`src/rtl/lwc_pkg.sv`:
```
package lwc_pkg;
    localparam int DATA_W    = 32;
    localparam int CRD_W     = 16;
    localparam int ADDR_W    = 33;
    localparam int RADDR_W   = 3;
    localparam int FRAC_W    = 3;                       // bit-to-byte shift
    localparam int BASE_HI_W = ADDR_W - DATA_W + FRAC_W; // upper byte-address bits

    typedef enum logic [RADDR_W-1:0] {
        RG_CTRL    = 3'd0,
        RG_DSIZE   = 3'd1,
        RG_LSIZE   = 3'd2,
        RG_LPOS    = 3'd3,
        RG_STRIDE  = 3'd4,
        RG_BASE_LO = 3'd5,
        RG_BASE_HI = 3'd6,
        RG_LOAD    = 3'd7
    } reg_sel_e;

    // bit 0 module on, 1 layer on, 2 run, 3 interlace, 4 B,G,R,X order
    typedef struct packed {
        logic bgra;
        logic ilace;
        logic run;
        logic lay_en;
        logic mod_en;
    } ctrl_t;

    typedef struct packed {
        logic [CRD_W-1:0] hi;
        logic [CRD_W-1:0] lo;
    } pair_t;

    typedef struct packed {
        ctrl_t                 ctrl;
        pair_t                 dsize;
        pair_t                 lsize;
        pair_t                 lpos;
        logic [DATA_W-1:0]     stride;
        logic [DATA_W-1:0]     base_lo;
        logic [BASE_HI_W-1:0]  base_hi;
    } cfg_t;

    localparam logic [DATA_W-1:0] OPAQUE_BLACK = 32'hFF00_0000;

    function automatic logic [DATA_W-1:0] to_argb(input logic [DATA_W-1:0] w,
                                                  input logic bgra);
        return bgra ? {8'hFF, w[15:8], w[23:16], w[31:24]}
                    : {8'hFF, w[23:0]};
    endfunction

    function automatic logic [ADDR_W-1:0] base_bytes(input cfg_t c);
        return {c.base_hi, c.base_lo[DATA_W-1:FRAC_W]};
    endfunction

    function automatic logic [ADDR_W-1:0] stride_bytes(input cfg_t c);
        return {{BASE_HI_W{1'b0}}, c.stride[DATA_W-1:FRAC_W]};
    endfunction
endpackage

```
`src/rtl/lwc_regs.sv`:
```
module lwc_regs
    import lwc_pkg::*;
(
    input  logic                 clk,
    input  logic                 rst,
    input  logic                 we,
    input  logic [RADDR_W-1:0]   addr,
    input  logic [DATA_W-1:0]    wdata,
    input  logic                 boundary,
    output cfg_t                 cfg_eff
);
    cfg_t shadow_q, active_q;
    logic armed_q;

    // the boundary pixel already sees the copied set
    assign cfg_eff = (armed_q && boundary) ? shadow_q : active_q;

    always_ff @(posedge clk) begin
        if (rst) begin
            shadow_q <= '0;
            active_q <= '0;
            armed_q  <= 1'b0;
        end else begin
            if (armed_q && boundary) begin
                active_q <= shadow_q;
                armed_q  <= 1'b0;
            end
            if (we) begin
                case (reg_sel_e'(addr))
                    RG_CTRL:    shadow_q.ctrl    <= ctrl_t'(wdata[4:0]);
                    RG_DSIZE:   shadow_q.dsize   <= pair_t'(wdata);
                    RG_LSIZE:   shadow_q.lsize   <= pair_t'(wdata);
                    RG_LPOS:    shadow_q.lpos    <= pair_t'(wdata);
                    RG_STRIDE:  shadow_q.stride  <= wdata;
                    RG_BASE_LO: shadow_q.base_lo <= wdata;
                    RG_BASE_HI: shadow_q.base_hi <= wdata[BASE_HI_W-1:0];
                    RG_LOAD:    if (wdata[0]) armed_q <= 1'b1;
                    default:    ;
                endcase
            end
        end
    end
endmodule

```
`src/rtl/lwc_pixel.sv`:
```
module lwc_pixel
    import lwc_pkg::*;
(
    input  logic               clk,
    input  logic               rst,
    input  cfg_t               cfg,
    input  logic               pix_valid,
    input  logic [CRD_W-1:0]   pix_x,
    input  logic [CRD_W-1:0]   pix_y,
    input  logic               in_valid,
    input  logic [DATA_W-1:0]  in_data,
    output logic               in_ready,
    output logic               row_done,
    output logic               out_valid,
    output logic [DATA_W-1:0]  out_pixel,
    output logic               underflow
);
    logic [CRD_W:0] h_last, x_end, y_end;
    logic in_disp, in_rect, running, lay_on, take;

    always_comb begin
        // interlace doubles the height, last row = 2*(h-1)+1
        h_last  = cfg.ctrl.ilace ? {cfg.dsize.hi, 1'b1} : {1'b0, cfg.dsize.hi};
        x_end   = {1'b0, cfg.lpos.lo} + {1'b0, cfg.lsize.lo};
        y_end   = {1'b0, cfg.lpos.hi} + {1'b0, cfg.lsize.hi};
        in_disp = (pix_x <= cfg.dsize.lo) && ({1'b0, pix_y} <= h_last);
        in_rect = (pix_x >= cfg.lpos.lo) && ({1'b0, pix_x} <= x_end) &&
                  (pix_y >= cfg.lpos.hi) && ({1'b0, pix_y} <= y_end);
        running = cfg.ctrl.mod_en && cfg.ctrl.run;
        lay_on  = running && cfg.ctrl.lay_en && in_disp && in_rect;
        take    = pix_valid && lay_on;
    end

    assign in_ready = take;
    assign row_done = take && ({1'b0, pix_x} == x_end) && ({1'b0, pix_y} != y_end);

    always_ff @(posedge clk) begin
        if (rst) begin
            out_valid <= 1'b0;
            out_pixel <= '0;
            underflow <= 1'b0;
        end else begin
            out_valid <= pix_valid && running && in_disp;
            out_pixel <= (lay_on && in_valid) ? to_argb(in_data, cfg.ctrl.bgra)
                                              : OPAQUE_BLACK;
            if (take && !in_valid)
                underflow <= 1'b1;
        end
    end
endmodule

```
`src/rtl/lwc_fetch.sv`:
```
module lwc_fetch
    import lwc_pkg::*;
(
    input  logic               clk,
    input  logic               rst,
    input  cfg_t               cfg,
    input  logic               frame_go,
    input  logic               row_done,
    input  logic               req_ready,
    output logic               req_valid,
    output logic [ADDR_W-1:0]  req_addr
);
    logic [ADDR_W-1:0] next_q;

    always_ff @(posedge clk) begin
        if (rst) begin
            req_valid <= 1'b0;
            req_addr  <= '0;
            next_q    <= '0;
        end else if (frame_go) begin
            req_valid <= 1'b1;
            req_addr  <= base_bytes(cfg);
            next_q    <= base_bytes(cfg) + stride_bytes(cfg);
        end else if (row_done) begin
            req_valid <= 1'b1;
            req_addr  <= next_q;
            next_q    <= next_q + stride_bytes(cfg);
        end else if (req_valid && req_ready) begin
            req_valid <= 1'b0;
        end
    end
endmodule

```
`src/rtl/lwc_top.sv`:
```
module lwc_top
    import lwc_pkg::*;
(
    input  logic                clk,
    input  logic                rst,
    input  logic                cfg_we,
    input  logic [2:0]          cfg_addr,
    input  logic [31:0]         cfg_wdata,
    input  logic                pix_valid,
    input  logic [15:0]         pix_x,
    input  logic [15:0]         pix_y,
    output logic                fetch_req_valid,
    input  logic                fetch_req_ready,
    output logic [32:0]         fetch_req_addr,
    input  logic                px_in_valid,
    output logic                px_in_ready,
    input  logic [31:0]         px_in_data,
    output logic                out_valid,
    output logic [31:0]         out_pixel,
    output logic                underflow
);
    cfg_t cfg;
    logic boundary, frame_go, row_done;

    assign boundary = pix_valid && (pix_x == '0) && (pix_y == '0);
    assign frame_go = boundary && cfg.ctrl.mod_en && cfg.ctrl.run && cfg.ctrl.lay_en;

    lwc_regs u_regs (
        .clk      (clk),
        .rst      (rst),
        .we       (cfg_we),
        .addr     (cfg_addr),
        .wdata    (cfg_wdata),
        .boundary (boundary),
        .cfg_eff  (cfg)
    );

    lwc_pixel u_pixel (
        .clk       (clk),
        .rst       (rst),
        .cfg       (cfg),
        .pix_valid (pix_valid),
        .pix_x     (pix_x),
        .pix_y     (pix_y),
        .in_valid  (px_in_valid),
        .in_data   (px_in_data),
        .in_ready  (px_in_ready),
        .row_done  (row_done),
        .out_valid (out_valid),
        .out_pixel (out_pixel),
        .underflow (underflow)
    );

    lwc_fetch u_fetch (
        .clk       (clk),
        .rst       (rst),
        .cfg       (cfg),
        .frame_go  (frame_go),
        .row_done  (row_done),
        .req_ready (fetch_req_ready),
        .req_valid (fetch_req_valid),
        .req_addr  (fetch_req_addr)
    );
endmodule

```
`config.mk`:
```
export PLATFORM = sky130hd
export DESIGN_NAME = lwc_top
export DESIGN_NICKNAME = d
export VERILOG_FILES = /design/src/rtl/lwc_pkg.sv /design/src/rtl/lwc_regs.sv /design/src/rtl/lwc_pixel.sv /design/src/rtl/lwc_fetch.sv /design/src/rtl/lwc_top.sv
export SDC_FILE = /design/constraint.sdc
export NUM_CORES = 1
export LEC_CHECK = 0
export ABC_AREA = 0
export BUFFER_PORTS_ARGS = -buffer_cell sky130_fd_sc_hd__buf_4
export CAP_MARGIN = 0
export CORE_MARGIN = 3
export CORE_UTILIZATION = 55
export CTS_CLUSTER_DIAMETER = 50
export DETAILED_ROUTE_END_ITERATION = 10
export PLACE_DENSITY = 0.81
export SYNTH_ARGS = -nofsm -noshare
export SYNTH_HDL_FRONTEND = slang
export SYNTH_SLANG_ARGS = --single-unit
```
`constraint.sdc`:
```
create_clock -name clk -period 6.14 [get_ports clk]
set_input_delay 0.307 -clock clk [delete_from_list [all_inputs] [get_ports clk]]
set_output_delay 0.307 -clock clk [all_outputs]
set_load 0.005 [all_outputs]
```
==> impl_metrics.json, run 1 <==
{
  "slowest_delay_ns": 0.35,
  "synth_top_cell_by_area": "dfxtp_1",
  "clkLatencyLatePin_ns": 0.59,
  "synth_area_sq_um": 21200,
  "nets": 3213,
  "place.gp.congestion": 0.910,
  "crit_slowest_cell": "ha_1",
  "cts_htree_levels": 2,
  "status": "complete, no violations",
  "start_kind": "input pin",
  "hold_violations": 0,
  "yosysUniqueCellTypes": 74,
  "design_area_sq_um": 26300,
  "syn_nets": 2901,
  "max_cap_viol_count": 0,
  "fin_skew_ns": 0.0183,
  "numPortBuffers": 173,
  "overflow": 0,
  "num_vias": 20100,
  "wire_per_inst_um": 18.3,
  "hold_end": "u_pixel.out_pixel[8]",
  "grt_max_degree": 103,
  "clkSlewWorstSetupHoldPaths_ns": 0.06,
  "fmax_mhz": 168,
  "drive_gt1_frac": 0.187,
  "cts_tree": "done",
  "holdPathStages": 3,
  "synth_seq_cells": 421,
  "setup_violations": 0,
  "cp_top_family": "simple AND/OR/NAND/NOR gates",
  "maxSlewHeadroom": 0.141,
  "synth.top_cell.area_share": 0.398,
  "period_minus_slack_ns": 5.96,
  "r2r_cells": 29,
  "fp.dieW_um": 202,
  "p_total_uw": 5980,
  "report.final.slew_viol_count": 0,
  "vias_per_cell": 5.76,
  "ys_seq_area_frac": 0.398,
  "synth_most_common_cell": "nand2_1",
  "cts_sinks": 421,
  "worstMarginPinSlew_ns": 1.26,
  "hpwl_um": 44500,
  "first_iter_violations": 1439,
  "drt.antenna.violating_nets": 0,
  "clockBufferDepth": 3,
  "die-area_sq_um": 40900,
  "r2r_slack_ns": 0.50,
  "die_h_um": 202,
  "synth_cells": 2639,
  "p_leak_uw": 0.0118,
  "start_util": 0.560,
  "synth_edf_count": 0,
  "drc": 0,
  "required_ns": 5.83,
  "path_common_cell": "buf_4",
  "critical_path_arrival_ns": 5.65,
  "rows": 71,
  "drt_first_pass_iters": 6,
  "setup_slack_ns": 0.185,
  "yosysWarnings": 0,
  "grtUsageTotal": 0.301,
  "min_from": "px_in_data[16]",
  "power_density_nw_per_um2": 228,
  "end_kind": "output pin",
  "synth_area_leaders": "dfxtp_1 (40%), nand2_1 (12%), ha_1 (9.1%)",
  "antenna_found_initial": 0,
  "crit_fanout": 3,
  "grt_pass1_wl_um": 101000,
  "diodes": 0,
  "timing.rr.start": "u_regs.armed_q",
  "final-instance-count-excl-fill": 3495,
  "core_area_sq_um": 37800,
  "fin_crit_sh": 0.970,
  "critPathKind": "in -> out",
  "hold_class": "in -> reg",
  "dpl_cell_area_sq_um": 24100,
  "vdd_drop_max_v": 0.000176,
  "synthToLayoutAreaGrowth_pct": 23.9,
  "io_pins": 174,
  "synth_commonest_cells": "nand2_1 (698), dfxtp_1 (421), a21oi_1 (340), nor2_1 (172), ha_1 (154)",
  "ys.flop_type": "dfxtp_1",
  "routed_wl_um": 64100,
  "preCtsSetupSlack_ns": -0.385,
  "grt_pass1_vias": 19900,
  "async_flop_share": 0,
  "avgSynthCellArea_sq_um": 8.03,
  "clockRootBuffer": "clkbuf_16",
  "placedCellCount": 3368,
  "cts_buffers": 46,
  "timing.rr.end": "u_fetch.req_addr[25]",
  "path_buf_inv": 9,
  "setup_tns_ns": 0
}
[report_power, final]
group,internal (uW),switching [uW]
sequential,2750,16.1
clock,1670,1160
combinational,151,226
[stage by stage]
stage               hold WS, ns  utilization
global placement          0.440        0.636
global route             0.0115        0.694
detailed placement        0.446        0.636
finish                   0.0216        0.694
CTS                    0.000969        0.688
floorplan                 0.431            -
[worst register-to-register path, delay by kind of cell (launching register included)]
kind / cells / cell delay, ns
buffers and inverters: 9 / 1.19
xor gates and xnor gates: 1 / 0.15
adders and majority gates: 3 / 0.77
AOI/OAI and AO/OA: 8 / 1.76
and+or+nand+nor: 8 / 1.30
DFF: 1 / 0.36
[worst max path at each step]
stage | startpoint | cells after the start | end | slack (ns)
after floorplan | pix_y[3] | 29 | u_pixel.out_pixel[10] | 0.003
after global placement | pix_y[11] | 29 | u_fetch.next_q[25] | -0.26
after detailed placement | pix_y[11] | 28 | u_fetch.req_addr[25] | -0.39
after CTS | pix_y[3] | 29 | px_in_ready | 0.01
after global routing | pix_y[3] | 32 | px_in_ready | -0.09
final | pix_y[3] | 30 | px_in_ready | 0.18
[layer usage]
| layer | vias to the layer above | routed length (um) | GRT usage |
|---|---|---|---|
| met4 | 0 | 3110 | 0.136 |
| met2 | 746 | 31300 | 0.531 |
| met1 | 9512 | 25400 | 0.357 |
| met5 | - | 0 | 0 |
| li1 | 9687 | - | - |
| met3 | 198 | 4350 | 0.0552 |
[placed cells by master (no fill, tap or decap), types with 6 or more instances in the layout]
master / n
clkbuf_16: 46
a31o_2: 7
nor2b_1: 14
mux2i_1: 103
nand2b_1: 13
xnor2_1: 24
mux2_2: 18
a31oi_1: 7
nand4_1: 26
buf_4: 372
clkbuf_1: 6
nor4_1: 10
xor2_1: 32
a211oi_1: 6
nor3_1: 20
o31ai_1: 6
nand2_1: 698
and2_1: 6
dfxtp_1: 420
nand3_1: 58
and3_1: 6
inv_1: 63
nor2_1: 169
dlygate4sd3_1: 40
o31ai_2: 29
a21o_1: 26
o21ai_0: 83
clkbuf_8: 9
a21oi_2: 6
o21bai_1: 7
a21oi_1: 334
a31o_1: 29
ha_1: 153
[area by class of cell]
type | count | area (sq um)
clock buffers | 61 | 1300
clock inverters | 20 | 258
fillers | 2993 | 11600
inverters | 64 | 240
multi-input cells | 1998 | 12100
flip-flops and latches | 421 | 8430
well taps | 511 | 639
repair buffers | 420 | 3330
[cells by family after synthesis]
group / after synthesis / synth area share
simple gates: 1066 / 0.210
compound gates: 591 / 0.170
flops: 421 / 0.398
buf+inv: 220 / 0.0431
fa+ha+maj: 159 / 0.0947
mux: 126 / 0.0608
xor+xnor: 56 / 0.0232
[sequential cells by signal, indices dropped and copies added, names as in the netlist]
name	cells
u_fetch.next_q	33
u_fetch.req_addr	33
u_fetch.req_valid	1
u_pixel.out_pixel	25
u_pixel.out_valid	1
u_pixel.underflow	1
u_regs.active_q	163
u_regs.armed_q	1
u_regs.shadow_q	163
[timing repair]
action                     in CTS  in global routing
hold endpoints to repair       47                  0
setup endpoints to repair       1                 65
buffers inserted                0                  7
pin swaps                       0                 14
hold buffers                   40                  0
resized for setup               7                 38
Power figures use the tool's default switching activity.
==> run 2: changes to the inputs <==
--- a/config.mk
+++ b/config.mk
@@ -12,7 +12,7 @@
 export CORE_UTILIZATION = 55
 export CTS_CLUSTER_DIAMETER = 50
 export DETAILED_ROUTE_END_ITERATION = 10
-export PLACE_DENSITY = 0.81
+export PLACE_DENSITY = 0.77
 export SYNTH_ARGS = -nofsm -noshare
 export SYNTH_HDL_FRONTEND = slang
 export SYNTH_SLANG_ARGS = --single-unit
==> impl_metrics.json, run 2 (synthesis gave the netlist of run 1 again) <==
{
  "highest_layer": "met4",
  "rows": 71,
  "io_pins": 174,
  "power_frac_seq": 0.467,
  "vias_per_cell": 5.71,
  "nets": 3177,
  "drt.antenna.violating_nets": 0,
  "setup_tns_ns": 0,
  "critical_path_arrival_ns": 5.60,
  "routed_wl_um": 61900,
  "grt_max_degree": 96,
  "numPortBuffers": 173,
  "clockRootBuffer": "clkbuf_16",
  "core_area_sq_um": 37800,
  "die-area_sq_um": 40900,
  "p_leak_uw": 0.0116,
  "combPwrFrac": 0.061,
  "period_minus_slack_ns": 5.90,
  "start_kind": "input pin",
  "wl_met3_um": 3830,
  "fill_cells": 3110,
  "max_cap_viol_count": 0,
  "clockBufferDepth": 3,
  "synthToLayoutAreaGrowth_pct": 22.0,
  "hold_violations": 0,
  "vdd_drop_max_v": 0.000195,
  "cts_sinks": 421,
  "drive_gt1_frac": 0.171,
  "overflow": 0,
  "drc": 0,
  "critPathKind": "in -> out",
  "top_regs": "u_regs.active_q x163, u_regs.shadow_q x163",
  "wl_met2_um": 29700,
  "num_vias": 19800,
  "power.internal_uw": 4530,
  "drt_first_pass_iters": 6,
  "power_frac_clock": 0.471,
  "cts_buffers": 46,
  "clkSlewWorstSetupHoldPaths_ns": 0.06,
  "die_h_um": 202,
  "fin_crit_sh": 0.962,
  "setup_violations": 0,
  "required_ns": 5.83,
  "maxSlewHeadroom": 0.128,
  "hold_class": "in -> reg",
  "report.final.slew_viol_count": 0,
  "crit_fanout": 4,
  "end_kind": "output pin",
  "worstMarginPinSlew_ns": 1.30,
  "clkLatencyLatePin_ns": 0.58,
  "hpwl_um": 43700,
  "fmax_mhz": 169,
  "grt_setup_unrepaired": "true",
  "grtUsageTotal": 0.295,
  "antenna_found_initial": 0,
  "fin_skew_ns": 0.0169,
  "first_iter_violations": 1268,
  "worst_hold_slack_ns": 0.0236,
  "cts_tree": "done",
  "wl_met1_um": 25700,
  "final_common_cell": "nand2_1",
  "diodes": 0,
  "sw_frac_of_total": 0.236,
  "power_density_nw_per_um2": 229,
  "place.gp.congestion": 0.951,
  "layout_common_cells": "nand2_1 (698), dfxtp_1 (421), a21oi_1 (340), buf_4 (337), nor2_1 (169)",
  "grt_pass1_vias": 19500,
  "grt_pass1_wl_um": 99200,
  "fp.dieW_um": 202,
  "start_util": 0.560,
  "cts_htree_levels": 2,
  "switchingPower_uw": 1400,
  "status": "complete, no violations",
  "wire_per_inst_um": 17.9
}
## run 2: changes by cell type in the layout (fill, tap and decap cells not counted), sizes merged
cell / previous run / this run
clkinv: 7 / 14
inv: 70 / 65
buf: 380 / 344
clkinvlp: 3 / 4
bufinv: 4 / 3
## run 2: path summary, 6_finish.rpt
check                     start                  end  slack [ns]  cells after the start
max                    pix_x[3]          px_in_ready        0.24                     25
min                cfg_wdata[6]  u_regs.shadow_q[74]        0.02                      3
max reg2reg      u_regs.armed_q    u_fetch.next_q[3]        0.32                     25
min reg2reg  u_regs.shadow_q[8]   u_regs.shadow_q[8]        0.45                      2
## run 2: stage by stage
| stage | util | area (sq um) | power, uW | instances | setup WS, ns |
|---|---|---|---|---|---|
| final | 0.683 | 25900 | 5930 | 3461 | 0.235 |
| after global routing | 0.683 | 25900 | 6100 | 3461 | -0.0585 |
| after CTS | 0.682 | 25800 | 5960 | 3461 | 0.0607 |
| after detailed placement | 0.630 | 23800 | 3160 | 3338 | -0.309 |
| after global placement | 0.630 | 23800 | 3150 | 3338 | -0.126 |
| after floorplan | - | 21200 | 2990 | 2639 | 0.00341 |
## run 2: final cells by class
type                            count  area, sq um  area share
Timing Repair Buffer              384         3060       0.118
Multi-Input combinational cell   1998        11900       0.462
Clock buffer                       61         1300      0.0502
Inverter                           64          240     0.00929
Clock inverter                     22          244     0.00944
Tap cell                          511          639      0.0247
Sequential cell                   421         8430       0.326
## run 2: power by group through the flow
stage	clock [uW]	sequential, uW	combinational [uW]
after CTS	2830	2770	355
after floorplan	0	2820	162
final	2790	2770	363
after detailed placement	0	2830	333
after global placement	0	2830	323
after global routing	2930	2770	395
## run 2: what timing repair did
item	CTS	global route
gates cloned	0	0
resized for setup	1	12
endpoints found under the hold margin	37	0
endpoints found under the setup margin	1	73
pin swaps	0	1
hold buffers	40	0
setup buffers	0	0
## run 2: critical path, stage by stage
cell and delay, ns:
buf_4 0.12, nor4_2 0.43, and4_1 0.27, nand4_1 0.17, buf_4 0.20, nand2_1 0.08
nand2_1 0.08, ha_1 0.23, fa_1 0.39, a21o_1 0.18, a31o_2 0.25, o21ai_0 0.14
mux2_4 0.17, nor2_1 0.05, or3_1 0.38, xnor2_1 0.14, ha_1 0.31, a21oi_1 0.13
o21ai_0 0.14, a2111oi_1 0.41, a211o_1 0.20, o21ai_0 0.14, o211a_1 0.22, nor4_4 0.27
buf_4 0.19
## run 2: per-layer routing
layer,vias to the layer above,global-route usage
met5,-,0
met4,0,0.126
met3,169,0.0424
met2,684,0.514
met1,9301,0.366
li1,9604,-
==> run 3: changes to the inputs <==
--- a/config.mk
+++ b/config.mk
@@ -10,6 +10,7 @@
 export CAP_MARGIN = 0
 export CORE_MARGIN = 3
 export CORE_UTILIZATION = 55
+export CTS_BUF_LIST = sky130_fd_sc_hd__clkbuf_8 sky130_fd_sc_hd__clkbuf_16
 export CTS_CLUSTER_DIAMETER = 50
 export DETAILED_ROUTE_END_ITERATION = 10
 export PLACE_DENSITY = 0.77
==> impl_metrics.json, run 3 (synthesis gave the netlist of run 1 again) <==
{
  "status": "complete, no violations",
  "fin_skew_ns": 0.0163,
  "crit_slowest_cell": "nor4_2",
  "cts_htree_levels": 2,
  "fp.dieW_um": 202,
  "power_density_nw_per_um2": 229,
  "fmax_mhz": 170,
  "cts_sinks": 421,
  "io_pins": 174,
  "num_vias": 19800,
  "clkSlewWorstSetupHoldPaths_ns": 0.06,
  "required_ns": 5.83,
  "crit_fanout": 4,
  "end_kind": "output pin",
  "clockRootBuffer": "clkbuf_16",
  "utilization": 0.683,
  "synthToLayoutAreaGrowth_pct": 22.0,
  "top_regs": "u_regs.active_q x163, u_regs.shadow_q x163",
  "grt_pass1_vias": 19500,
  "cts_tree": "done",
  "diodes": 0,
  "drc": 0,
  "grt_setup_unrepaired": "true",
  "hold_violations": 0,
  "fill_cells": 3110,
  "grt_max_degree": 96,
  "p_total_uw": 5920,
  "numPortBuffers": 173,
  "drive_gt1_frac": 0.171,
  "layout_common_cells": "nand2_1 (698), dfxtp_1 (421), a21oi_1 (340), buf_4 (337), nor2_1 (169)",
  "slowest_delay_ns": 0.43,
  "wire_per_inst_um": 17.9,
  "clockBufferDepth": 3,
  "cp_top_family": "compound AO/OA/AOI/OAI gates",
  "hold_class": "in -> reg",
  "routed_wl_um": 62000,
  "clkLatencyLatePin_ns": 0.58,
  "placedCellCount": 3338,
  "max_cap_viol_count": 0,
  "preCtsSetupSlack_ns": -0.309,
  "antenna_found_initial": 0,
  "place.gp.congestion": 0.951,
  "final_common_cell": "nand2_1",
  "drt.antenna.violating_nets": 0,
  "grt_pass1_wl_um": 99200,
  "post_cts_buffers": 0,
  "first_iter_violations": 1327,
  "setup_slack_ns": 0.242,
  "critical_path_arrival_ns": 5.59,
  "nets": 3177,
  "hpwl_um": 43700,
  "die_h_um": 202,
  "worstMarginPinSlew_ns": 1.28,
  "maxSlewHeadroom": 0.147,
  "vias_per_cell": 5.71,
  "start_util": 0.560,
  "setup_violations": 0,
  "p_leak_uw": 0.0116,
  "period_minus_slack_ns": 5.90,
  "start_kind": "input pin",
  "grtUsageTotal": 0.295,
  "final-instance-count-excl-fill": 3461,
  "cts_buffers": 46,
  "core_area_sq_um": 37800,
  "fin_crit_sh": 0.961,
  "report.final.slew_viol_count": 0,
  "critPathKind": "in -> out",
  "die-area_sq_um": 40900,
  "drt_first_pass_iters": 6,
  "path_buf_inv": 3,
  "rows": 71,
  "vdd_drop_max_v": 0.000195,
  "overflow": 0
}
==> run 3: final timing paths <==
path / from / end / slack (ns) / cells past startpoint
worst max-delay path: pix_x[3] / px_in_ready / 0.24 / 25
worst min-delay path: cfg_wdata[6] / u_regs.shadow_q[74] / 0.02 / 3
worst max register to register: u_regs.armed_q / u_fetch.next_q[3] / 0.33 / 25
worst min register to register: u_regs.shadow_q[8] / u_regs.shadow_q[8] / 0.45 / 2
==> run 3: timing repair <==
item,4_1_cts,5_1_grt
endpoints found under the hold margin,37,0
endpoints found under the setup margin,1,73
pin swaps,0,1
hold buffers,40,0
gates resized for setup,1,12
gates cloned,0,0
==> run 3: where the power goes <==
part	switching, uW	internal (uW)
logic	218	145
registers	15.4	2750
clock network	1170	1620
total	1400	4520
==> run 3: layout make-up <==
type	instances	area, sq um	area share
inverters	64	240	0.00929
well taps	511	639	0.0247
flip-flops and latches	421	8430	0.326
clock inverters	29	270	0.0105
repair buffers	384	3060	0.118
clock buffers	54	1270	0.0492
multi-input cells	1998	11900	0.462
==> run 3: worst min-delay path: cells and delay by family <==
family,cells,cell delay [ns]
AND/OR/NAND/NOR,1,0.06
AO/OA/AOI/OAI,1,0.05
buffers and inverters,1,0.14
==> run 3: routing by layer <==
| layer | part of all wire | global-route usage | wire (um) |
|---|---|---|---|
| met2 | 0.48 | 0.514 | 29800 |
| met4 | 0.043 | 0.126 | 2650 |
| met1 | 0.41 | 0.366 | 25600 |
| met5 | 0 | 0 | 0 |
| met3 | 0.064 | 0.0424 | 3960 |
==> run 3: stage by stage <==
step / TNS (ns) / instance area, sq um / hold WS (ns)
final: 0 / 25900 / 0.0204
after detailed placement: -19.37 / 23800 / 0.447
after CTS: 0 / 25800 / 0.00304
after global routing: -0.0585 / 25900 / 0.0175
after global placement: -6.09 / 23800 / 0.441
after floorplan: 0 / 21200 / 0.431
